File: src/rtl/dma_chan_pkg.sv
package dma_chan_pkg;

  typedef enum logic [1:0] {
    SEL_COUNT = 2'd0,
    SEL_SRC   = 2'd1,
    SEL_DST   = 2'd2,
    SEL_CTRL  = 2'd3
  } cfgSel_e;

  // strobes from control to datapath
  typedef struct packed {
    logic loadRemain;
    logic decRemain;
  } remainCtl_t;

endpackage

File: src/rtl/dma_chan_datapath.sv
module dma_chan_datapath
  import dma_chan_pkg::*;
#(
  parameter int CNT_W  = 16,
  parameter int ADDR_W = 32,
  parameter int MODE_W = 4,
  parameter int DATA_W = 32
) (
  input  logic              clk,
  input  logic              rstN,
  input  logic              cfgWrEn,
  input  logic [1:0]        cfgSel,
  input  logic [DATA_W-1:0] cfgWrData,
  input  remainCtl_t        ctl,
  output logic              cfgChange,
  output logic              enWrite,
  output logic              enValue,
  output logic              remainZero,
  output logic              remainOne,
  output logic              shadowZero,
  output logic [CNT_W-1:0]  remainCount,
  output logic [MODE_W-1:0] chanMode,
  output logic [ADDR_W-1:0] srcAddr,
  output logic [ADDR_W-1:0] dstAddr
);

  localparam logic [CNT_W-1:0] CNT_ONE = CNT_W'(1);

  logic [CNT_W-1:0]  shadowCount;
  logic [CNT_W-1:0]  remainReg;
  logic [MODE_W-1:0] modeReg;
  logic [ADDR_W-1:0] srcReg;
  logic [ADDR_W-1:0] dstReg;
  logic [MODE_W-1:0] modeWr;
  logic              selCount, selSrc, selDst, selCtrl;

  assign selCount = cfgWrEn && (cfgSel == SEL_COUNT);
  assign selSrc   = cfgWrEn && (cfgSel == SEL_SRC);
  assign selDst   = cfgWrEn && (cfgSel == SEL_DST);
  assign selCtrl  = cfgWrEn && (cfgSel == SEL_CTRL);
  assign modeWr   = cfgWrData[MODE_W:1];

  assign enWrite   = selCtrl;
  assign enValue   = cfgWrData[0];
  assign cfgChange = selCount || selSrc || selDst || (selCtrl && (modeWr != modeReg));

  always_ff @(posedge clk or negedge rstN) begin
    if (!rstN) begin
      shadowCount <= '0;
      srcReg      <= '0;
      dstReg      <= '0;
      modeReg     <= '0;
    end else begin
      if (selCount) shadowCount <= cfgWrData[CNT_W-1:0];
      if (selSrc)   srcReg      <= cfgWrData[ADDR_W-1:0];
      if (selDst)   dstReg      <= cfgWrData[ADDR_W-1:0];
      if (selCtrl)  modeReg     <= modeWr;
    end
  end

  always_ff @(posedge clk or negedge rstN) begin
    if (!rstN) begin
      remainReg <= '0;
    end else if (ctl.loadRemain) begin
      remainReg <= shadowCount;
    end else if (ctl.decRemain) begin
      remainReg <= remainReg - CNT_ONE;
    end
  end

  assign remainZero  = (remainReg == '0);
  assign remainOne   = (remainReg == CNT_ONE);
  assign shadowZero  = (shadowCount == '0);
  assign remainCount = remainReg;
  assign chanMode    = modeReg;
  assign srcAddr     = srcReg;
  assign dstAddr     = dstReg;

endmodule

File: src/rtl/dma_chan_ctrl.sv
module dma_chan_ctrl
  import dma_chan_pkg::*;
(
  input  logic       clk,
  input  logic       rstN,
  input  logic       cfgChange,
  input  logic       enWrite,
  input  logic       enValue,
  input  logic       remainZero,
  input  logic       remainOne,
  input  logic       shadowZero,
  input  logic       beatDone,
  output remainCtl_t ctl,
  output logic       beatReq,
  output logic       xferDone,
  output logic       chanEn
);

  logic enReg, running, doneReg, dirty;
  logic dirtyNow, enRise, enEff, beatAcc, lastBeat, startFresh, resume;

  assign dirtyNow   = dirty || cfgChange;
  assign enEff      = enWrite ? enValue : enReg;
  assign enRise     = enWrite && enValue && !enReg;
  assign beatAcc    = running && beatDone;
  assign lastBeat   = beatAcc && remainOne;
  assign startFresh = enRise && !running && dirtyNow;
  assign resume     = enRise && !running && !dirtyNow && !doneReg;

  always_comb begin
    ctl            = '0;
    ctl.loadRemain = startFresh;
    ctl.decRemain  = beatAcc;
  end

  always_ff @(posedge clk or negedge rstN) begin
    if (!rstN) begin
      enReg   <= 1'b0;
      running <= 1'b0;
      doneReg <= 1'b0;
      dirty   <= 1'b0;
    end else begin
      enReg <= enEff;
      dirty <= startFresh ? 1'b0 : dirtyNow;
      if (beatAcc) begin
        running <= !lastBeat && enEff;
      end else if (startFresh) begin
        running <= !shadowZero;
      end else if (resume) begin
        running <= !remainZero;
      end
      if (startFresh) begin
        doneReg <= shadowZero;
      end else if (lastBeat || (resume && remainZero)) begin
        doneReg <= 1'b1;
      end
    end
  end

  assign beatReq  = running;
  assign xferDone = doneReg;
  assign chanEn   = enReg;

endmodule

File: src/rtl/dma_chan_top.sv
module dma_chan_top
  import dma_chan_pkg::*;
#(
  parameter int CNT_W  = 16,
  parameter int ADDR_W = 32,
  parameter int MODE_W = 4,
  parameter int DATA_W = 32
) (
  input  logic              clk,
  input  logic              rstN,
  input  logic              cfgWrEn,
  input  logic [1:0]        cfgSel,
  input  logic [DATA_W-1:0] cfgWrData,
  input  logic              beatDone,
  output logic              beatReq,
  output logic [CNT_W-1:0]  remainCount,
  output logic              xferDone,
  output logic              chanEn,
  output logic [MODE_W-1:0] chanMode,
  output logic [ADDR_W-1:0] srcAddr,
  output logic [ADDR_W-1:0] dstAddr
);

  remainCtl_t ctl;
  logic cfgChange, enWrite, enValue, remainZero, remainOne, shadowZero;

  dma_chan_datapath #(
    .CNT_W(CNT_W), .ADDR_W(ADDR_W), .MODE_W(MODE_W), .DATA_W(DATA_W)
  ) u_dp (
    .clk(clk), .rstN(rstN), .cfgWrEn(cfgWrEn), .cfgSel(cfgSel), .cfgWrData(cfgWrData),
    .ctl(ctl), .cfgChange(cfgChange), .enWrite(enWrite), .enValue(enValue),
    .remainZero(remainZero), .remainOne(remainOne), .shadowZero(shadowZero),
    .remainCount(remainCount), .chanMode(chanMode), .srcAddr(srcAddr), .dstAddr(dstAddr)
  );

  dma_chan_ctrl u_ctrl (
    .clk(clk), .rstN(rstN), .cfgChange(cfgChange), .enWrite(enWrite), .enValue(enValue),
    .remainZero(remainZero), .remainOne(remainOne), .shadowZero(shadowZero),
    .beatDone(beatDone), .ctl(ctl), .beatReq(beatReq), .xferDone(xferDone), .chanEn(chanEn)
  );

endmodule

File: config.mk
export PLATFORM = sky130hd
export DESIGN_NAME = dma_chan_top
export DESIGN_NICKNAME = d
export VERILOG_FILES = /design/src/rtl/dma_chan_pkg.sv /design/src/rtl/dma_chan_datapath.sv /design/src/rtl/dma_chan_ctrl.sv /design/src/rtl/dma_chan_top.sv
export SDC_FILE = /design/constraint.sdc
export NUM_CORES = 1
export LEC_CHECK = 0
export BUFFER_PORTS_ARGS = -buffer_cell sky130_fd_sc_hd__buf_2
export CORE_ASPECT_RATIO = 0.8
export CORE_MARGIN = 2
export CORE_UTILIZATION = 47
export DETAILED_ROUTE_END_ITERATION = 8
export GPL_TIMING_DRIVEN = 1
export PLACE_DENSITY_LB_ADDON = 0.08
export SYNTH_ARGS = -nofsm -noshare
export SYNTH_HDL_FRONTEND = slang
export SYNTH_SLANG_ARGS = --single-unit
File: constraint.sdc
create_clock -name clk -period 1.8 [get_ports clk]
set_input_delay 0.09 -clock clk [delete_from_list [all_inputs] [get_ports clk]]
set_output_delay 0.09 -clock clk [all_outputs]
set_load 0.005 [all_outputs]
### Yosys cells after proc, flatten, opt, wreduce, memory -nomap -nowiden

Index checks and enable logic that the tools add are counted.
Widths: inputs -> output; s select.

| word-level totals | value |
|---|---|
| bits in registers | 104 |
| word-level logic and storage cells | 57 |

| cells by class | value |
|---|---|
| mux-type cells | 9 |
| equal/unequal tests | 5 |
| add/subtract/negate cells | 1 |
| reductions and logical operators | 33 |

Operators with widths:

| cell | number |
|---|---|
| $logic_not 16->1 | 2 |
| $mux 16 | 2 |
| $eq 16x1->1 const B | 1 |
| $sub 16x1->16 const B | 1 |
| $logic_and 1x1->1 | 15 |
| $logic_not 1->1 | 7 |
| $mux 1 | 7 |
| $logic_or 1x1->1 | 5 |
| $eq 2x2->1 const B | 2 |
| $ne 4x4->1 | 1 |
| $reduce_bool 2->1 | 2 |
| $reduce_bool 3->1 | 1 |
| $eq 2x1->1 const B | 1 |
| $logic_not 2->1 | 1 |

### Logic depth before layout (Yosys ltp)

Gate-level depths: netlist (run 1).

| logic depth | value |
|---|---|
| depth in word-level cells | 13 |
| gate-level depth with buffers | 7 |

### Hierarchy

Synthesis (run 1) repeated with hierarchy kept, for this count alone.

| second synthesis, totals | value |
|---|---|
| cells, all modules | 319 |
| area, all modules | 4429.2 um^2 |

Modules (own cells, without submodules):

| module | times used | cells each | area an instance (um^2) |
|---|---|---|---|
| dma_chan_datapath | 1 | 294 | 4179.0 |
| dma_chan_ctrl | 1 | 25 | 250.2 |

### Worst setup path before layout (run 1)

Ideal clock, no wire load.

| path | value |
|---|---|
| path kind | flip-flop to flip-flop |
| from | reg u_dp.remainReg[5] (netlist: u_dp.remainCount[5]) |
| to | reg u_ctrl.running (netlist: u_ctrl.beatReq) |
| data required time | 1.661 ns |
| setup slack | -0.139 ns |
| arrival time | 1.799 ns |
| clock period less this slack | 1.939 ns |
| stages on the path, launching flop included | 6 |
| path through | dfrtp_1 or3_1 buf_2 or4b_4 o311ai_2 o311ai_1 |

| on the way | value |
|---|---|
| word-level cells in the longest chain between the ends | 5 |

RTL lines:

| element | line | source |
|---|---|---|
| start, declared | dma_chan_datapath.sv:30 | `logic [CNT_W-1:0] remainReg;` |
| start signal, assigned | dma_chan_datapath.sv:65 | `remainReg <= shadowCount;` |
| start signal, assigned | dma_chan_datapath.sv:67 | `remainReg <= remainReg - CNT_ONE;` |
| $logic_not 16->1 or $eq 16x1->1 (tied branches) | dma_chan_datapath.sv:71, dma_chan_datapath.sv:72 |  |
| $logic_not 1->1 or $logic_and 1x1->1 (tied branches) | dma_chan_ctrl.sv:50, dma_chan_ctrl.sv:26 |  |
| $mux 1 or $logic_not 1->1 (tied branches) | dma_chan_ctrl.sv:49, dma_chan_ctrl.sv:46 |  |
| $mux 1 or $logic_and 1x1->1 (tied branches) | dma_chan_ctrl.sv:47, dma_chan_ctrl.sv:46 |  |
| $mux 1 (*) | dma_chan_ctrl.sv:45 | `if (beatAcc) begin` |
| end signal, assigned | dma_chan_ctrl.sv:46 | `running <= !lastBeat && enEff;` |
| end signal, assigned | dma_chan_ctrl.sv:48 | `running <= !shadowZero;` |
| end signal, assigned | dma_chan_ctrl.sv:50 | `running <= !remainZero;` |
| end, declared | dma_chan_ctrl.sv:19 | `logic enReg, running, doneReg, dirty;` |

Every way passes the cells marked *; elsewhere a longest branch is shown, timed or not. The select of a mux whose other input is x is not followed.
A chain may end at the register's enable or synchronous reset.

### Final worst setup path (run 1)

| path | value |
|---|---|
| from | reg u_dp.remainReg[11] (netlist: u_dp.remainCount[11]) |
| to | reg u_ctrl.running (netlist: u_ctrl.beatReq) |

Same word-level chain as after synthesis.

==> results.py, run 1 <==
metrics = {
    "outcome": {
        "outcome": "finished, violations left",
        "violations": "DRC, setup timing",
    },
    "routing": {
        "wire_per_inst_um": 17.7,
        "drt-initial-drc-count": 171,
        "first_pass_iters": 6,
        "vias": 3452,
        "drt-total-wl_um": 11200,
        "ant_nets": 0,
        "drc_errors": 5,
        "via_per_inst": 5.45,
    },
    "layout": {
        "final_nets": 554,
        "register_area_um2": 2600,
        "final_core_util_pct": 67.3,
        "n_fill_cell": 684,
        "drive_gt1_share_pct": 56.4,
        "multiInputGateArea_um2": 1880,
        "area_growth_syn_to_layout_pct": 37.6,
        "diodes": 0,
        "final_cells": 633,
    },
    "global_route": {
        "grt-ovfl-total": 0,
        "grt_max_degree": 40,
        "grt_pass1_vias": 3572,
        "grt_antenna_before_repair": 0,
        "grt.total_usage_pct": 22.5,
        "grt_pass1_wl_um": 18100,
    },
    "timing": {
        "slew-limit-headroom_pct": 64.1,
        "hold_viol_final": 0,
        "period_minus_slack_ps": 1910,
        "fin_skew_ps": 4.58,
        "worst_pin_slew_ps": 539,
        "final-setup-viol-count": 6,
        "finalCritPeriodShare_pct": 106,
        "fin_ws_ps": -107,
        "rsz0062_at_grt": "yes",
        "fmax_mhz": 524,
        "slew_violations": 0,
    },
    "hold_path": {
        "worstHoldStart": "cfgWrData[15]",
        "holdPathStages": 2,
        "hold_class": "primary input to register",
        "min_to": "u_dp.srcAddr[15]",
    },
    "critical_path": {
        "crit_fanout": 5,
        "worstPathRequired_ps": 2000,
        "path_cells": "or3_4 -> or4b_4 -> o311ai_4 -> o311ai_1",
        "worst-setup-path-type": "register to register",
        "crit_arrival_ps": 2110,
        "rrSetupSlack_ps": -110,
        "r2r_cells": 4,
        "critPathCaptureType": "register",
        "r2r-end": "u_ctrl.beatReq",
        "r2r-start": "u_dp.remainCount[11]",
        "startpoint_type": "register",
        "crit_path_max_incr_delay_ps": 590,
        "crit_slowest_cell": "or4b_4",
    },
    "floorplanning": {
        "core_area_um2": 9150,
        "rows": 31,
        "initial_core_util_pct": 48.9,
        "num_io_pins": 125,
        "die_y_um": 91.3,
        "die_area_um2": 10300,
        "die_w_um": 113,
    },
    "logic_synthesis": {
        "synth_warnings": 0,
        "yosys-top-cells-area": "dfrtp_1, mux2_2, o211ai_1",
        "ys_seq_elements": 104,
        "yosysUniqueCellTypes": 39,
        "synth_top_area_share_pct": 58.1,
        "synth_common_cells": "dfrtp_1, mux2_2, o211ai_1",
        "synth_area_um2": 4480,
        "synth_fp_nets": 372,
        "syn_avg_cell_area_um2": 13.5,
        "synthCells": 331,
        "synth-main-ff-cell": "dfrtp_1",
        "synth_area_leader_cell": "dfrtp_1",
        "synthArstFlopShare_pct": 100,
        "synth_edf_count": 0,
        "seq_area_frac_synth_pct": 58.1,
        "yosysMostFrequentCell": "dfrtp_1",
    },
    "power_and_ir_drop": {
        "netSwitchingPower_mw": 2.38,
        "swShare_pct": 30.6,
        "power_mw": 7.77,
        "clockPowerShare_pct": 25.4,
        "powerDensity_nw_per_um2": 1260,
        "power_frac_seq_pct": 42.2,
        "vdd_ir_drop_max_uv": 794,
        "comb_power_share_pct": 32.3,
        "leakage_nw": 2.84,
        "p_int_mw": 5.40,
    },
    "placement": {
        "dp_cells": 598,
        "port_buffers": 124,
        "place_congestion": 0.896,
        "dpl.hpwl_um": 7990,
    },
    "cts": {
        "cts_tree": "done",
        "clk_pin_slew_ps": 70,
        "cts_root_buf": "clkbuf_16",
        "htreeDepth": 3,
        "numCtsBuffers": 9,
        "clk_latency_ps": 340,
        "cts_sinks": 104,
        "cts_buffer_depth": 2,
    },
    "flow_run": {
        "maxCapViolations": 0,
    },
}
[final cells by class]
cell class	count	share of cell area (%)
Inverter	9	0.548
Sequential cell	104	42.3
Timing Repair Buffer	186	19.3
Tap cell	115	2.34
Clock inverter	6	1.06
Clock buffer	10	3.88
Multi-Input combinational cell	203	30.6
[what timing repair did]
| action | CTS | global route |
|---|---|---|
| hold buffers | 16 | 0 |
| endpoints found under the setup margin | 12 | 15 |
| hold endpoints to repair | 66 | 0 |
| gates resized for setup | 6 | 11 |
| setup buffers | 1 | 2 |
| pin swaps | 2 | 3 |
[stage by stage]
step	area (um^2)	setup WS [ps]	setup TNS, ps	hold WS [ps]
after floorplan	4500	-88.2	-247	-206
after global placement	5580	-233	-1430	96.9
after detailed placement	5580	-261	-1720	109
after CTS	6090	-86.3	-286	5.16
after global routing	6160	-169	-1090	3.48
final	6160	-107	-385	16.2
[worst max-delay path by stage]
stage / cells after the start / slack [ps] / endpoint / from
finish: 4 / -110 / u_ctrl.beatReq / u_dp.remainCount[11]
global route: 5 / -170 / u_dp.remainCount[13] / u_dp.remainCount[6]
CTS: 4 / -90 / u_ctrl.beatReq / u_dp.remainCount[6]
detailed placement: 4 / -260 / u_dp.remainCount[2] / u_dp.chanMode[1]
global placement: 4 / -230 / u_dp.remainCount[0] / u_dp.chanMode[1]
floorplan: 5 / -90 / u_ctrl.beatReq / u_dp.remainCount[6]
[power groups by stage]
stage               clock network (mW)  registers (mW)  logic [mW]
CTS                               2.02            3.26        2.44
global route                      2.11            3.36        2.74
floorplan                            0            3.35       0.999
finish                            1.98            3.28        2.51
detailed placement                   0            3.30        2.33
global placement                     0            3.27        2.28
[cell usage in the layout, fill, tap and decap left out, types with 7 or more instances in the layout]
master and instances:
buf_2 123, buf_4 42, clkbuf_16 9, dfrtp_1 103, dlygate4sd3_1 16, inv_1 9, mux2_2 84, nand2_1 7
o211ai_1 19, o21ai_0 8
[worst max-delay path, delay by kind of cell, from the launching register on]
kind,cells,cell delay [ps]
AO/OA/AOI/OAI,2,390
flip-flops,1,380
AND/OR/NAND/NOR,2,1000
[per-layer routing]
layer / GRT usage, % / vias up / part of all wire [%]
met4: 3.76 / 0 / 0.55
met3: 8.21 / 6 / 6.2
met2: 35.3 / 97 / 48
met1: 30.7 / 1741 / 45
li1: - / 1608 / -
met5: 0 / - / 0
[state kept, by name, indices dropped and copies added, names as in the netlist]
signal and count:
u_ctrl.chanEn 1, u_ctrl.beatReq 1, u_ctrl.dirty 1, u_dp.chanMode 4, u_dp.shadowCount 16, u_dp.dstAddr 32
u_dp.remainCount 16, u_dp.srcAddr 32, u_ctrl.xferDone 1
[cells by family after synthesis]
| group | Yosys count | synth area share (%) |
|---|---|---|
| AO/OA/AOI/OAI | 50 | 8.33 |
| XOR/XNOR | 6 | 1.17 |
| AND/OR/NAND/NOR | 59 | 8.05 |
| flip-flops | 104 | 58.1 |
| buffers and inverters | 24 | 2.15 |
| adder cells (fa/ha/maj) | 3 | 0.838 |
| multiplexers | 85 | 21.3 |
No activity file was read; power rests on OpenSTA's default activity.
==> inputs of run 2 (changes only) <==
- CORE_UTILIZATION: 47 -> 50
- clock period: 1.8 -> 2.2 ns (I/O delays scaled with it)
==> results.py, run 2 (same netlist as run 1, synthesis figures left out) <==
metrics = {
    "outcome": {
        "outcome": "finished clean",
    },
    "floorplanning": {
        "initial_core_util_pct": 52.1,
        "core_area_um2": 8600,
        "die_area_um2": 9730,
        "die_w_um": 110,
        "die_y_um": 88.6,
        "num_io_pins": 125,
        "rows": 30,
    },
    "timing": {
        "fin_ws_ps": 194,
        "hold_viol_final": 0,
        "worst_pin_slew_ps": 702,
        "fmax_mhz": 498,
        "final-setup-viol-count": 0,
        "finalCritPeriodShare_pct": 91.2,
        "setup-tns-final_ps": 0,
        "slew_violations": 0,
        "rsz0062_at_grt": "no",
        "period_minus_slack_ps": 2010,
        "slew-limit-headroom_pct": 52.7,
        "hold_ws_ps": 25.6,
        "fin_skew_ps": 8.33,
    },
    "routing": {
        "first_pass_iters": 5,
        "via_per_inst": 5.50,
        "drc_errors": 0,
        "wire_per_inst_um": 17.7,
        "vias": 3338,
        "ant_nets": 0,
        "drt-total-wl_um": 10700,
        "drt-initial-drc-count": 204,
    },
    "layout": {
        "final_cells": 607,
        "diodes": 0,
        "area_growth_syn_to_layout_pct": 29.2,
        "final_common_cell": "buf_2",
        "final_cell_mix": "buf_2, dfrtp_1, mux2_2",
        "final_nets": 531,
        "n_fill_cell": 669,
        "drive_gt1_share_pct": 49.3,
    },
    "placement": {
        "dpl.hpwl_um": 7570,
        "dp_cells": 564,
        "place_congestion": 0.880,
        "place_ws_ps": 48.6,
        "port_buffers": 124,
    },
    "cts": {
        "cts_root_buf": "clkbuf_8",
        "numCtsBuffers": 9,
        "clk_pin_slew_ps": 100,
        "cts_sinks": 104,
        "cts_buffer_depth": 2,
        "clk_latency_ps": 370,
        "htreeDepth": 3,
        "cts_tree": "done",
    },
    "critical_path": {
        "crit_path_max_incr_delay_ps": 560,
        "crit_slowest_cell": "or4b_4",
        "startpoint_type": "register",
        "worst-setup-path-type": "register to register",
        "worstPathRequired_ps": 2450,
        "crit_arrival_ps": 2250,
        "crit_fanout": 8,
        "path_cells": "or3_1 -> or4b_4 -> o311ai_2 -> o311ai_1",
        "critPathCaptureType": "register",
    },
    "hold_path": {
        "hold_class": "primary input to register",
    },
    "global_route": {
        "grt-ovfl-total": 0,
        "grt_use_met1_pct": 32.9,
        "grt.total_usage_pct": 23.8,
        "use_met2_pct": 36.2,
        "grt_max_degree": 45,
        "grt_pass1_wl_um": 17300,
        "grt_use_met3_pct": 6.33,
        "busiest_layer": "met2",
        "grt_antenna_before_repair": 0,
        "grt_pass1_vias": 3380,
    },
    "power_and_ir_drop": {
        "vdd_ir_drop_max_uv": 620,
        "leakage_nw": 2.62,
        "powerDensity_nw_per_um2": 970,
    },
    "flow_run": {
        "maxCapViolations": 0,
    },
}
==> run 2: changes by cell type in the layout (fill, tap and decap cells not counted), sizes merged <==
cell,delta
buf,-34
bufinv,+1
clkbuf,-1
dlygate4sd3,+11
==> run 2: final cells by class <==
class	count	area, um^2	area share, %
clock buffer	9	124	2.14
clock inverter	7	101	1.75
inverter	9	33.8	0.584
multi-input combinational	203	1790	30.9
sequential	104	2600	45.0
tap	112	140	2.42
timing repair buffer	163	996	17.2
==> run 2: path summary, 6_finish.rpt <==
path                                startpoint                   to  slack, ps  cells after the start
max reg2reg                u_dp.remainCount[7]       u_ctrl.beatReq        190                      4
min                               cfgWrData[6]      u_dp.srcAddr[6]         30                      2
min reg2reg                   u_dp.dstAddr[23]     u_dp.dstAddr[23]        510                      1
min in group asynchronous                 rstN     u_dp.dstAddr[17]        270                      2
max                        u_dp.remainCount[7]       u_ctrl.beatReq        190                      4
max in group asynchronous                 rstN  u_dp.shadowCount[3]       1210                      3
==> run 2: routing by layer <==
layer	up-vias	wire length [um]
met3	18	737
li1	1563	-
met2	111	4830
met5	-	0
met4	0	212
met1	1646	4960
==> run 2: worst max-delay path: cells and delay by family (launching register included) <==
family           cells  cell delay, ps
AND/OR/NAND/NOR      2            1040
flip-flops           1             440
AO/OA/AOI/OAI        2             400
==> run 2: metrics by stage <==
stage	area, um^2	total power, mW	util, %
4_1_cts	5780	5.66	67.2
2_1_floorplan	4480	3.53	-
5_1_grt	5780	5.99	67.3
3_3_place_gp	5280	4.23	61.4
6_report	5780	5.61	67.3
3_5_place_dp	5280	4.29	61.4
==> run 2: power breakdown <==
group	total, mW	internal [mW]	switching, mW
Combinational	1.55	0.840	0.709
Clock	1.32	0.653	0.670
Sequential	2.74	2.35	0.388
Total	5.61	3.84	1.77
==> run 2: what timing repair did <==
item	in CTS	in global routing
gates resized for setup	0	1
endpoints found under the setup margin	0	6
endpoints found under the hold margin	100	0
hold buffers	27	0
setup buffers	0	0
==> inputs of run 3 (changes only) <==
- SKIP_CTS_REPAIR_TIMING: default -> 1
- clock period: 2.2 -> 2.5 ns (I/O delays scaled with it)
==> results.py, run 3 (same netlist as run 1, synthesis figures left out) <==
metrics = {
    "critical_path": {
        "r2r-end": "u_ctrl.beatReq",
        "cp_num_buf_inv": 0,
        "r2r-start": "u_dp.remainCount[5]",
        "crit_slowest_cell": "or4b_4",
        "startpoint_type": "register",
        "worst-setup-path-type": "register to register",
        "worstPathRequired_ps": 2750,
        "crit_path_max_incr_delay_ps": 570,
        "path_cells": "or3_1 -> or4b_4 -> o311ai_2 -> o311ai_1",
        "critPathCaptureType": "register",
        "crit_arrival_ps": 2290,
        "rrSetupSlack_ps": 460,
        "r2r_cells": 4,
        "crit_fanout": 8,
        "cp_top_family": "simple AND/OR/NAND/NOR gates",
    },
    "placement": {
        "dpl.hpwl_um": 7530,
        "place_congestion": 0.928,
        "port_buffers": 124,
    },
    "timing": {
        "worst_pin_slew_ps": 616,
        "final-setup-viol-count": 0,
        "fmax_mhz": 490,
        "setup-tns-final_ps": 0,
        "fin_skew_ps": 10.6,
        "rsz0062_at_grt": "no",
        "finalCritPeriodShare_pct": 81.6,
        "period_minus_slack_ps": 2040,
        "slew-limit-headroom_pct": 58.9,
        "hold_viol_final": 0,
        "slew_violations": 0,
    },
    "routing": {
        "wl_met3_um": 736,
        "routed.top_layer": "met4",
        "drt-total-wl_um": 10300,
        "ant_nets": 0,
        "wire_per_inst_um": 17.3,
        "first_pass_iters": 4,
        "drt-initial-drc-count": 116,
        "vias": 3316,
        "wl_met1_um": 4730,
        "via_per_inst": 5.58,
        "dr_wl_met2_um": 4690,
        "drc_errors": 0,
    },
    "global_route": {
        "grt.total_usage_pct": 22.4,
        "grt_pass1_wl_um": 16600,
        "grt_pass1_vias": 3230,
        "grt_antenna_before_repair": 0,
        "grt_max_degree": 49,
        "grt-ovfl-total": 0,
    },
    "outcome": {
        "outcome": "finished clean",
    },
    "power_and_ir_drop": {
        "power_mw": 4.71,
        "comb_power_share_pct": 27.8,
        "leakage_nw": 2.55,
        "clockPowerShare_pct": 20.9,
        "powerDensity_nw_per_um2": 840,
        "p_int_mw": 3.18,
        "vdd_ir_drop_max_uv": 399,
        "swShare_pct": 32.6,
        "netSwitchingPower_mw": 1.54,
        "power_frac_seq_pct": 51.3,
    },
    "cts": {
        "numCtsBuffers": 9,
        "htreeDepth": 3,
        "clk_latency_ps": 370,
        "clk_pin_slew_ps": 100,
        "cts_tree": "done",
        "cts_buffer_depth": 2,
        "cts_sinks": 104,
        "cts_root_buf": "clkbuf_8",
    },
    "flow_run": {
        "maxCapViolations": 0,
    },
    "floorplanning": {
        "initial_core_util_pct": 52.1,
        "core_area_um2": 8600,
        "num_io_pins": 125,
        "die_y_um": 88.6,
        "die_area_um2": 9730,
        "rows": 30,
        "die_w_um": 110,
    },
    "layout": {
        "n_fill_cell": 679,
        "diodes": 0,
        "drive_gt1_share_pct": 50.0,
        "final_nets": 518,
        "final_common_cell": "buf_2",
        "area_growth_syn_to_layout_pct": 25.4,
        "final_cell_mix": "buf_2, dfrtp_1, mux2_2",
    },
    "hold_path": {
        "holdPathStages": 2,
        "min_to": "u_dp.dstAddr[12]",
        "hold_class": "primary input to register",
        "worstHoldStart": "cfgWrData[12]",
    },
}
==> run 3: layout make-up <==
type,count,area [um^2],share of cell area [%]
multi-input combinational,203,1780,31.7
clock inverter,6,50.0,0.891
tap,112,140,2.50
clock buffer,10,138,2.45
sequential,104,2600,46.4
inverter,9,33.8,0.602
timing repair buffer,150,871,15.5
==> run 3: power by group through the flow <==
stage | combinational (mW) | clock, mW | sequential (mW)
3_3_place_gp | 1.28 | 0 | 2.42
6_report | 1.31 | 0.985 | 2.42
2_1_floorplan | 0.694 | 0 | 2.41
4_1_cts | 1.30 | 1.02 | 2.42
5_1_grt | 1.47 | 1.09 | 2.48
3_5_place_dp | 1.30 | 0 | 2.45
==> run 3: worst max-delay path by stage <==
stage | startpoint | cells past startpoint | slack, ps | to
3_5_place_dp | u_dp.remainCount[5] | 4 | 490 | u_ctrl.beatReq
3_3_place_gp | u_dp.remainCount[5] | 4 | 530 | u_ctrl.beatReq
6_report | u_dp.remainCount[5] | 4 | 460 | u_ctrl.beatReq
4_1_cts | u_dp.remainCount[5] | 4 | 470 | u_ctrl.beatReq
2_1_floorplan | u_dp.remainCount[5] | 5 | 560 | u_ctrl.beatReq
5_1_grt | u_dp.remainCount[5] | 4 | 350 | u_ctrl.beatReq
==> run 3: per-stage QoR <==
step | setup slack (ps) | instances | hold slack (ps) | util, % | instance area [um^2]
floorplan | 561 | 331 | -171 | - | 4480
global route | 349 | 594 | 0.823 | 65.3 | 5610
detailed placement | 486 | 562 | 178 | 61.3 | 5270
CTS | 466 | 578 | -229 | 63.4 | 5450
finish | 460 | 594 | 16.9 | 65.3 | 5610
global placement | 533 | 562 | 169 | 61.3 | 5270
==> run 3: per-layer routing <==
metal	global-route usage, %	up-vias
li1	-	1539
met1	31.3	1650
met2	34.1	113
met3	6.77	14
met4	6.56	0
met5	0	-
